==> src/rtl/stepper_seq_pkg.sv <==
package stepper_seq_pkg;
  localparam int POS_W  = 3;
  localparam int CODE_W = 8;
  localparam logic [POS_W-1:0] POS_HOME = 3'd1;

  // Coil code per half-step position; odd positions carry two-coil codes.
  function automatic logic [CODE_W-1:0] phase_code(input logic [POS_W-1:0] pos);
    logic [3:0] nib;
    case (pos)
      3'd0: nib = 4'h1;
      3'd1: nib = 4'h3;
      3'd2: nib = 4'h2;
      3'd3: nib = 4'h6;
      3'd4: nib = 4'h4;
      3'd5: nib = 4'hC;
      3'd6: nib = 4'h8;
      default: nib = 4'h9;
    endcase
    return {nib, nib};
  endfunction
endpackage

==> src/rtl/stp_reset_sync.sv <==
module stp_reset_sync #(
  parameter int STAGES = 2
) (
  input  logic clk,
  input  logic arst_n,
  output logic rst_n_o
);
  logic [STAGES-1:0] chain_q;

  generate
    if (STAGES == 1) begin : g_one
      always_ff @(posedge clk or negedge arst_n) begin
        if (!arst_n) chain_q <= '0;
        else         chain_q <= 1'b1;
      end
    end else begin : g_many
      always_ff @(posedge clk or negedge arst_n) begin
        if (!arst_n) chain_q <= '0;
        else         chain_q <= {chain_q[STAGES-2:0], 1'b1};
      end
    end
  endgenerate

  assign rst_n_o = chain_q[STAGES-1];
endmodule

==> src/rtl/stp_step_detect.sv <==
module stp_step_detect (
  input  logic clk,
  input  logic rst_n,
  input  logic step_in,
  output logic step_pulse
);
  logic step_q;
  logic step_d;

  always_comb begin
    step_d     = step_in;
    step_pulse = step_in & ~step_q;
  end

  always_ff @(posedge clk or negedge rst_n) begin
    if (!rst_n) step_q <= 1'b0;
    else        step_q <= step_d;
  end

  AST_PULSE_SINGLE: assert property (@(posedge clk) disable iff (!rst_n)
    step_pulse |=> !step_pulse);
endmodule

==> src/rtl/stp_phase_core.sv <==
module stp_phase_core
  import stepper_seq_pkg::*;
(
  input  logic              clk,
  input  logic              rst_n,
  input  logic              en,
  input  logic              pulse,
  input  logic              fwd,
  input  logic              half,
  output logic [CODE_W-1:0] code_o
);
  logic [POS_W-1:0]  pos_q, pos_d, base, delta;
  logic [CODE_W-1:0] code_q, code_d;
  logic              accept;

  always_comb begin
    accept = pulse & en;
    base   = half ? pos_q : (pos_q | 3'd1);
    if (fwd) delta = half ? 3'd1 : 3'd2;
    else     delta = half ? 3'd7 : 3'd6;
    pos_d  = accept ? (base + delta) : base;
    code_d = en ? phase_code(pos_d) : '0;
  end

  always_ff @(posedge clk or negedge rst_n) begin
    if (!rst_n) begin
      pos_q  <= POS_HOME;
      code_q <= phase_code(POS_HOME);
    end else begin
      pos_q  <= pos_d;
      code_q <= code_d;
    end
  end

  assign code_o = code_q;

  AST_HALF_IDLE_HOLD: assert property (@(posedge clk) disable iff (!rst_n)
    (half && !pulse) |=> $stable(pos_q));
  AST_HALF_ONE_MOVE: assert property (@(posedge clk) disable iff (!rst_n)
    (half && accept) |=> (pos_q != $past(pos_q)) && !(pos_q == $past(pos_q) + 3'd2));
  AST_FULL_CODE: assert property (@(posedge clk) disable iff (!rst_n)
    (en && !half) |=> (code_o == 8'h33 || code_o == 8'h66 || code_o == 8'hCC || code_o == 8'h99));
  AST_DISABLED_ZERO: assert property (@(posedge clk) disable iff (!rst_n)
    !en |=> (code_o == 8'h00));
  AST_DISABLED_HOLD: assert property (@(posedge clk) disable iff (!rst_n)
    (!en && half) |=> $stable(pos_q));
  AST_HALF_COILS: assert property (@(posedge clk) disable iff (!rst_n)
    (en && half) |=> ($countones(code_o) == 2 || $countones(code_o) == 4));
endmodule

==> src/rtl/stepper_phase_seq.sv <==
module stepper_phase_seq
  import stepper_seq_pkg::*;
#(
  parameter int SYNC_STAGES = 2
) (
  input  logic        clk,
  input  logic        rst_n,
  input  logic        enable,
  input  logic        step_in,
  input  logic        dir_fwd,
  input  logic        half_mode,
  output logic [7:0]  phase_out
);
  logic rst_int_n;
  logic pulse;
  logic [CODE_W-1:0] code;

  stp_reset_sync #(.STAGES(SYNC_STAGES)) u_rst (
    .clk(clk), .arst_n(rst_n), .rst_n_o(rst_int_n));

  stp_step_detect u_edge (
    .clk(clk), .rst_n(rst_int_n), .step_in(step_in), .step_pulse(pulse));

  stp_phase_core u_core (
    .clk(clk), .rst_n(rst_int_n), .en(enable), .pulse(pulse),
    .fwd(dir_fwd), .half(half_mode), .code_o(code));

  assign phase_out = code;
endmodule

==> config.mk <==
export PLATFORM = sky130hd
export DESIGN_NAME = stepper_phase_seq
export DESIGN_NICKNAME = d
export VERILOG_FILES = /design/src/rtl/stepper_seq_pkg.sv /design/src/rtl/stp_reset_sync.sv /design/src/rtl/stp_step_detect.sv /design/src/rtl/stp_phase_core.sv /design/src/rtl/stepper_phase_seq.sv
export SDC_FILE = /design/constraint.sdc
export NUM_CORES = 1
export LEC_CHECK = 0
export ABC_AREA = 1
export BUFFER_PORTS_ARGS = -buffer_cell sky130_fd_sc_hd__buf_2
export CAP_MARGIN = 0
export CORE_AREA = 2 2 39 41
export DETAILED_ROUTE_END_ITERATION = 8
export DIE_AREA = 0 0 41 43
export PLACE_DENSITY = 0.59
export RECOVER_POWER = 50
export SLEW_MARGIN = 5
export SYNTH_ARGS = -nofsm -noshare
export SYNTH_HDL_FRONTEND = slang
export SYNTH_SLANG_ARGS = --single-unit
==> constraint.sdc <==
create_clock -name clk -period 0.8 [get_ports clk]
set_input_delay 0.04 -clock clk [delete_from_list [all_inputs] [get_ports clk]]
set_output_delay 0.04 -clock clk [all_outputs]
set_load 0.01 [all_outputs]
After elaboration in Yosys (flattened, before gate mapping)
Index checks and enable logic that the tools add are counted.
Word-level totals
  flip-flop bits (word level): 14
  input bits: 6
  word-level logic and storage cells: 22
  output and inout port bits: 8
Operators by class
  reduce and logical (&&, ||, !) cells: 1
  add/sub/neg operators: 1
  equal/unequal tests: 6
  bitwise logic cells: 3
  multiplexer cells: 7
Operators by type and width (number)
  one-hot mux 4 bit (7 select lines): 1
  equality test 3 bit (second input constant): 3
  two-way mux 8 bit: 1
  equality test 3 x 2 -> 1 bit (second input constant): 2
  two-way mux 3 bit: 2
  adder 3 bit: 1
  equality test 3 x 1 -> 1 bit (second input constant): 1
  logical NOT 3 bit: 1
  bitwise AND 1 bit: 2
  two-way mux 1 bit: 2
  two-way mux 2 bit: 1
  inverter 1 bit: 1

Longest topological paths before layout
  depth in word-level cells: 7
  depth in mapped cells: 12

Hierarchy
From an unflattened synthesis, not the netlist that was laid out.
Second synthesis, totals
  cells, all modules: 53
  area total of the unflattened synthesis: 506.7 µm²
By module, submodules not included
  stp_phase_core: cells each 47, seq. area each 178.9 µm², area an instance 417.9 µm², times used 1
  stp_reset_sync: cells each 3, seq. area each 50.0 µm², area an instance 53.8 µm², times used 1
  stp_step_detect: cells each 3, seq. area each 25.0 µm², area an instance 35.0 µm², times used 1

Least setup slack after synthesis
Ideal clock, no wire load.
  path type: flip-flop to flip-flop
  start point: reg u_core.pos_q[0]
  end point: reg u_core.code_q[6] (netlist: u_core.code_o[6])
  path slack: -794 ps
  arrival: 1478 ps
  cell stages (with the launch flop): 10
  data required time: 683 ps
  clock period less this slack: 1594 ps
  library setup time: 117 ps
  buffers on the path: 0
  path through: dfstp_2 nand2_1 inv_1 fa_1 nand4_1 nand2_1 nand2_1 inv_1 nor2_1 nor2_1
Between the ends
  word-level cells in the longest chain between the ends: 6
  elaborated cells between the ends (all ways): 12
  those cells by class: add/sub (1); eq/ne (6); mux (4); reduce/logical (1)
RTL lines
  start, declared: line stp_phase_core.sv:12  | logic [POS_W-1:0] pos_q, pos_d, base, delta;
  start signal, assigned: line stp_phase_core.sv:30  | pos_q <= pos_d;
  two-way mux 1 bit *: line stp_phase_core.sv:18  | base = half ? pos_q : (pos_q | 3'd1);
  adder 3 bit *: line stp_phase_core.sv:21  | pos_d = accept ? (base + delta) : base;
  two-way mux 3 bit *: line stp_phase_core.sv:21
  via u_core.pos_d[1]: line stp_phase_core.sv:12
  equality test 3 bit (tied with other cells): line stepper_seq_pkg.sv:9  | case (pos)
  one-hot mux 4 bit (7 select lines) *: line stepper_seq_pkg.sv:9
  two-way mux 8 bit *: line stp_phase_core.sv:22  | code_d = en ? phase_code(pos_d) : '0;
  end signal, assigned: line stp_phase_core.sv:28  | code_q <= phase_code(POS_HOME);
  end signal, assigned: line stp_phase_core.sv:31  | code_q <= code_d;
  end, declared: line stp_phase_core.sv:13  | logic [CODE_W-1:0] code_q, code_d;
Mark *: on every way through the listed nets, which the timed path passes. The rest lies on a longest branch.

Final worst setup path
  start point: reg u_core.pos_q[0]
  end point: reg u_core.pos_q[1]
Between the ends
  word-level cells in the longest chain between the ends: 3
RTL lines (line)
  two-way mux 1 bit: stp_phase_core.sv:18
  adder 3 bit: stp_phase_core.sv:21
  two-way mux 3 bit: stp_phase_core.sv:21
  via u_core.pos_d[1]: stp_phase_core.sv:12
The timed path passes the listed nets, and every way through them passes these cells.

==> run summary <==
Switching pwr: 0.7130 mW
Critical Path AT: 1830 ps
Portion of netlist area occupied by mux cells: 0%
Largest stage delay, worst path: 540 ps
Area share of fa/ha/maj cells after synthesis: 3.951%
Run status: complete, but fails checks
Critical register-to-register path startpoint: u_core.pos_q[0]
Number of failing hold endpoints at the final stage: 0
Sequential share of power: 36.6%
Count of buffer and inverter cells on the critical path: 3
First-pass GRT wire length: 1669 um
#FFs+latches synth: 10
Setup slack of the most critical reg-to-reg path: -860 ps
Num rows: 14
Max Clock Skew: 9.348 ps
Leading cell type by number of instances after synthesis: sky130_fd_sc_hd__nand2_1
Residual antenna-violating net count after detailed routing: 0
Post-synth top area cell: sky130_fd_sc_hd__dfrtp_1
GRT Resource Usage Total: 14.74%
Grt ovf: 0
Initial DRT Pass Iterations: 4
Number of global-route vias before repair: 415
Count of clock tree sinks: 10
Kind of launch point of the worst setup path: flip-flop
CTS clk-pin slew, worst paths: 70 ps
Wire per inst: 10.16 um
Largest family of logic cells by synthesized area: simple AND/OR/NAND/NOR gates
Vias post-DR: 434
Overall Power: 2.014 mW
Clock latency on the worst-skew pair: 270 ps
Share of synthesized area occupied by flip-flops and latches: 50.12%
Starting DRT DRC Count: 14
Initial antenna violation count: 0
Cell depth of the worst flop-to-flop path: 7
Share of Yosys cell area claimed by the top area cell type: 34.57%
Deepest level of the CTS H-tree: 1
Wire length reported by the detailed router: 1016 um
Final weighted congestion in routability-driven placement: 0.7596
RR Endpoint: u_core.pos_q[1]
Fin crit share: 207.9%
Max-Cap Viols: 0
N_diodes: 0
Final slew viol count: 0
Filler cell count in the final layout: 132
I/O pin total: 14
VDD IR max: 1119 uV
Busiest layer in global routing: met2
Most instantiated flip-flop cell in the synthesis netlist: sky130_fd_sc_hd__dfrtp_1
Count of distinct cell types in the synthesized netlist: 15
Number of cells produced by synthesis: 60
Crit path max-delay family: flip-flops
EDFF count, synth: 0
Num CTS Buffers: 3
Unrepaired setup endpoints after global routing: true
Die Footprint: 1763 um2
Max Fclk: 601.4 MHz
Count of buffers inserted at the top-level ports: 13
CP Data Required Time: 970 ps
Met3 Use GR: 3.141%
Synth area leaders: sky130_fd_sc_hd__dfrtp_1, sky130_fd_sc_hd__dfstp_2, sky130_fd_sc_hd__nand2_1
Switching part of the total power: 35.41%
Fraction of final layout cells with drive strength greater than 1: 58.33%
Std-Cell Core Area: 1384 um2
Combinational power share: 45.1%
Design internal power: 1.301 mW
Setup ws final: -862.8 ps
Final min period: 1663 ps
Starting density of the core: 36.62%
Min-delay worst type: in2async
Total Negative Setup Slacks: -5691 ps
Vertical die dimension: 43 um
Post-synthesis simple-gate area fraction: 30.86%
DRC viols: 0
Failing checks: negative setup slack
Highest fanout seen on the critical path: 4
Final setup violating endpoints: 15
Netlist Area Pre-Place: 506.7 um2
CTS root buf: sky130_fd_sc_hd__clkbuf_4
Layout overhead on the synthesized area: 47.16%
Async set-or-reset flop fraction in the synthesized netlist: 100.0%
Xor/xnor share of the synthesized area: 0%
Largest net degree at the start of global routing: 9
Buffer levels on the longest clock path: 2
Leakage power figure: 0.4008 nW
Top cells by instance count after synthesis: sky130_fd_sc_hd__nand2_1, sky130_fd_sc_hd__inv_1, sky130_fd_sc_hd__dfrtp_1
GR Layer Usage met1: 17.81%
Share of power burned in the clock network: 18.2%
Met2 track demand over resource in global routing: 22.19%
Final standard cell count with taps included and fillers excluded: 100
Power density relative to cell area: 2700 nW/um2
Die W: 41 um
Clock tree from TritonCTS: yes
Number of warnings issued by yosys: 0
Crit Path Category: reg2reg
CP Cell Sequence: nand2_2 > inv_2 > fa_2 > nand4_1 > nand2_2 > buf_4 > buf_4
Mean Syn Cell Area: 8.446 um2
Final HPWL from detailed placement: 671.5 um
Standard cell with the maximum stage delay on the critical path: sky130_fd_sc_hd__dfstp_2
Placed cell count: 89
Post-synth net total: 67
Via density per instance: 4.340
Final layout net count: 92
Post-synthesis compound-gate area fraction: 0.9877%
Critical Path Sink Type: flip-flop
-- layout by cell type (no fill, tap or decap) --
master	instances
sky130_fd_sc_hd__buf_2	8
sky130_fd_sc_hd__buf_4	9
sky130_fd_sc_hd__buf_6	4
sky130_fd_sc_hd__clkbuf_1	2
sky130_fd_sc_hd__clkbuf_4	3
sky130_fd_sc_hd__conb_1	1
sky130_fd_sc_hd__dfrtp_1	7
sky130_fd_sc_hd__dfstp_2	3
sky130_fd_sc_hd__dlygate4sd3_1	2
sky130_fd_sc_hd__fa_2	1
sky130_fd_sc_hd__inv_1	7
sky130_fd_sc_hd__inv_2	3
sky130_fd_sc_hd__nand2_1	11
sky130_fd_sc_hd__nand2_2	9
sky130_fd_sc_hd__nand2_4	3
sky130_fd_sc_hd__nand3_2	2
sky130_fd_sc_hd__nand4_1	1
sky130_fd_sc_hd__nor2_1	4
sky130_fd_sc_hd__nor2_2	2
sky130_fd_sc_hd__nor2_4	1
sky130_fd_sc_hd__o21ai_2	1
-- power by group through the flow --
| stage | combinational [mW] | clock, mW | sequential, mW |
|---|---|---|---|
| 2_1_floorplan | 0.466 | 0 | 0.762 |
| 5_1_grt | 1.01 | 0.390 | 0.759 |
| 4_1_cts | 0.760 | 0.385 | 0.743 |
| 3_5_place_dp | 0.654 | 0 | 0.734 |
| 6_report | 0.909 | 0.367 | 0.737 |
| 3_3_place_gp | 0.641 | 0 | 0.726 |
-- cells by family after synthesis --
logic type	Yosys count
and+or+nand+nor	33
buffers and inverters	14
DFF	10
AOI/OAI and AO/OA	1
adders and majority gates	1
other	1
-- worst max path at each step --
stage | cells after the start | startpoint | slack (ps) | end
3_3_place_gp | 7 | u_core.pos_q[0] | -790 | u_core.code_o[3]
5_1_grt | 9 | u_core.pos_q[0] | -920 | u_core.code_o[6]
4_1_cts | 9 | u_core.pos_q[0] | -820 | u_core.code_o[6]
2_1_floorplan | 9 | u_core.pos_q[0] | -730 | u_core.code_o[6]
3_5_place_dp | 9 | u_core.pos_q[0] | -850 | u_core.code_o[6]
6_report | 7 | u_core.pos_q[0] | -860 | u_core.pos_q[1]
-- final cells by class --
class | count | area (um2) | area share (%)
timing repair buffer | 24 | 176.4 | 23.66
sequential | 10 | 254.0 | 34.06
multi-input combinational | 36 | 231.5 | 31.04
tap | 16 | 20.02 | 2.685
clock buffer | 4 | 26.28 | 3.523
inverter | 10 | 37.54 | 5.034
-- state kept, by name, summed over array words and instances, names as in the netlist --
| signal | count |
|---|---|
| u_core.code_o | 4 |
| u_core.pos_q | 3 |
| u_edge.step_q | 1 |
| u_rst.chain_q | 2 |
-- worst register-to-register path: stages, from the launching register on --
cell	delay [ps]
sky130_fd_sc_hd__dfstp_2	540
sky130_fd_sc_hd__nand2_2	50
sky130_fd_sc_hd__inv_2	60
sky130_fd_sc_hd__fa_2	450
sky130_fd_sc_hd__nand4_1	100
sky130_fd_sc_hd__nand2_2	100
sky130_fd_sc_hd__buf_4	150
sky130_fd_sc_hd__buf_4	120
-- layer usage --
layer | wire length, um | vias to the layer above
met3 | 61 | 2
met1 | 389 | 197
met4 | 21 | 0
li1 | - | 219
met5 | 0 | -
met2 | 544 | 16
-- per-stage QoR --
step	hold slack, ps	utilization, %	worst slack, ps	instance area, um2
2_1_floorplan	-255.6	-	-733.0	509.2
3_3_place_gp	-174.5	42.95	-792.7	594.3
3_5_place_dp	-173.6	42.95	-849.7	594.3
4_1_cts	75.59	50.36	-821.0	696.9
5_1_grt	96.52	53.89	-924.4	745.7
6_report	92.93	53.89	-862.8	745.7
-- what timing repair did --
| action | CTS | global route |
|---|---|---|
| hold buffers | 2 | 0 |
| resized for setup | 10 | 10 |
| endpoints found under the setup margin | 15 | 15 |
| cloned | 0 | 0 |
| buffers inserted | 2 | 3 |
| pin swaps | 3 | 12 |
| hold endpoints to repair | 3 | 0 |
No activity file was read; power rests on OpenSTA's default activity.
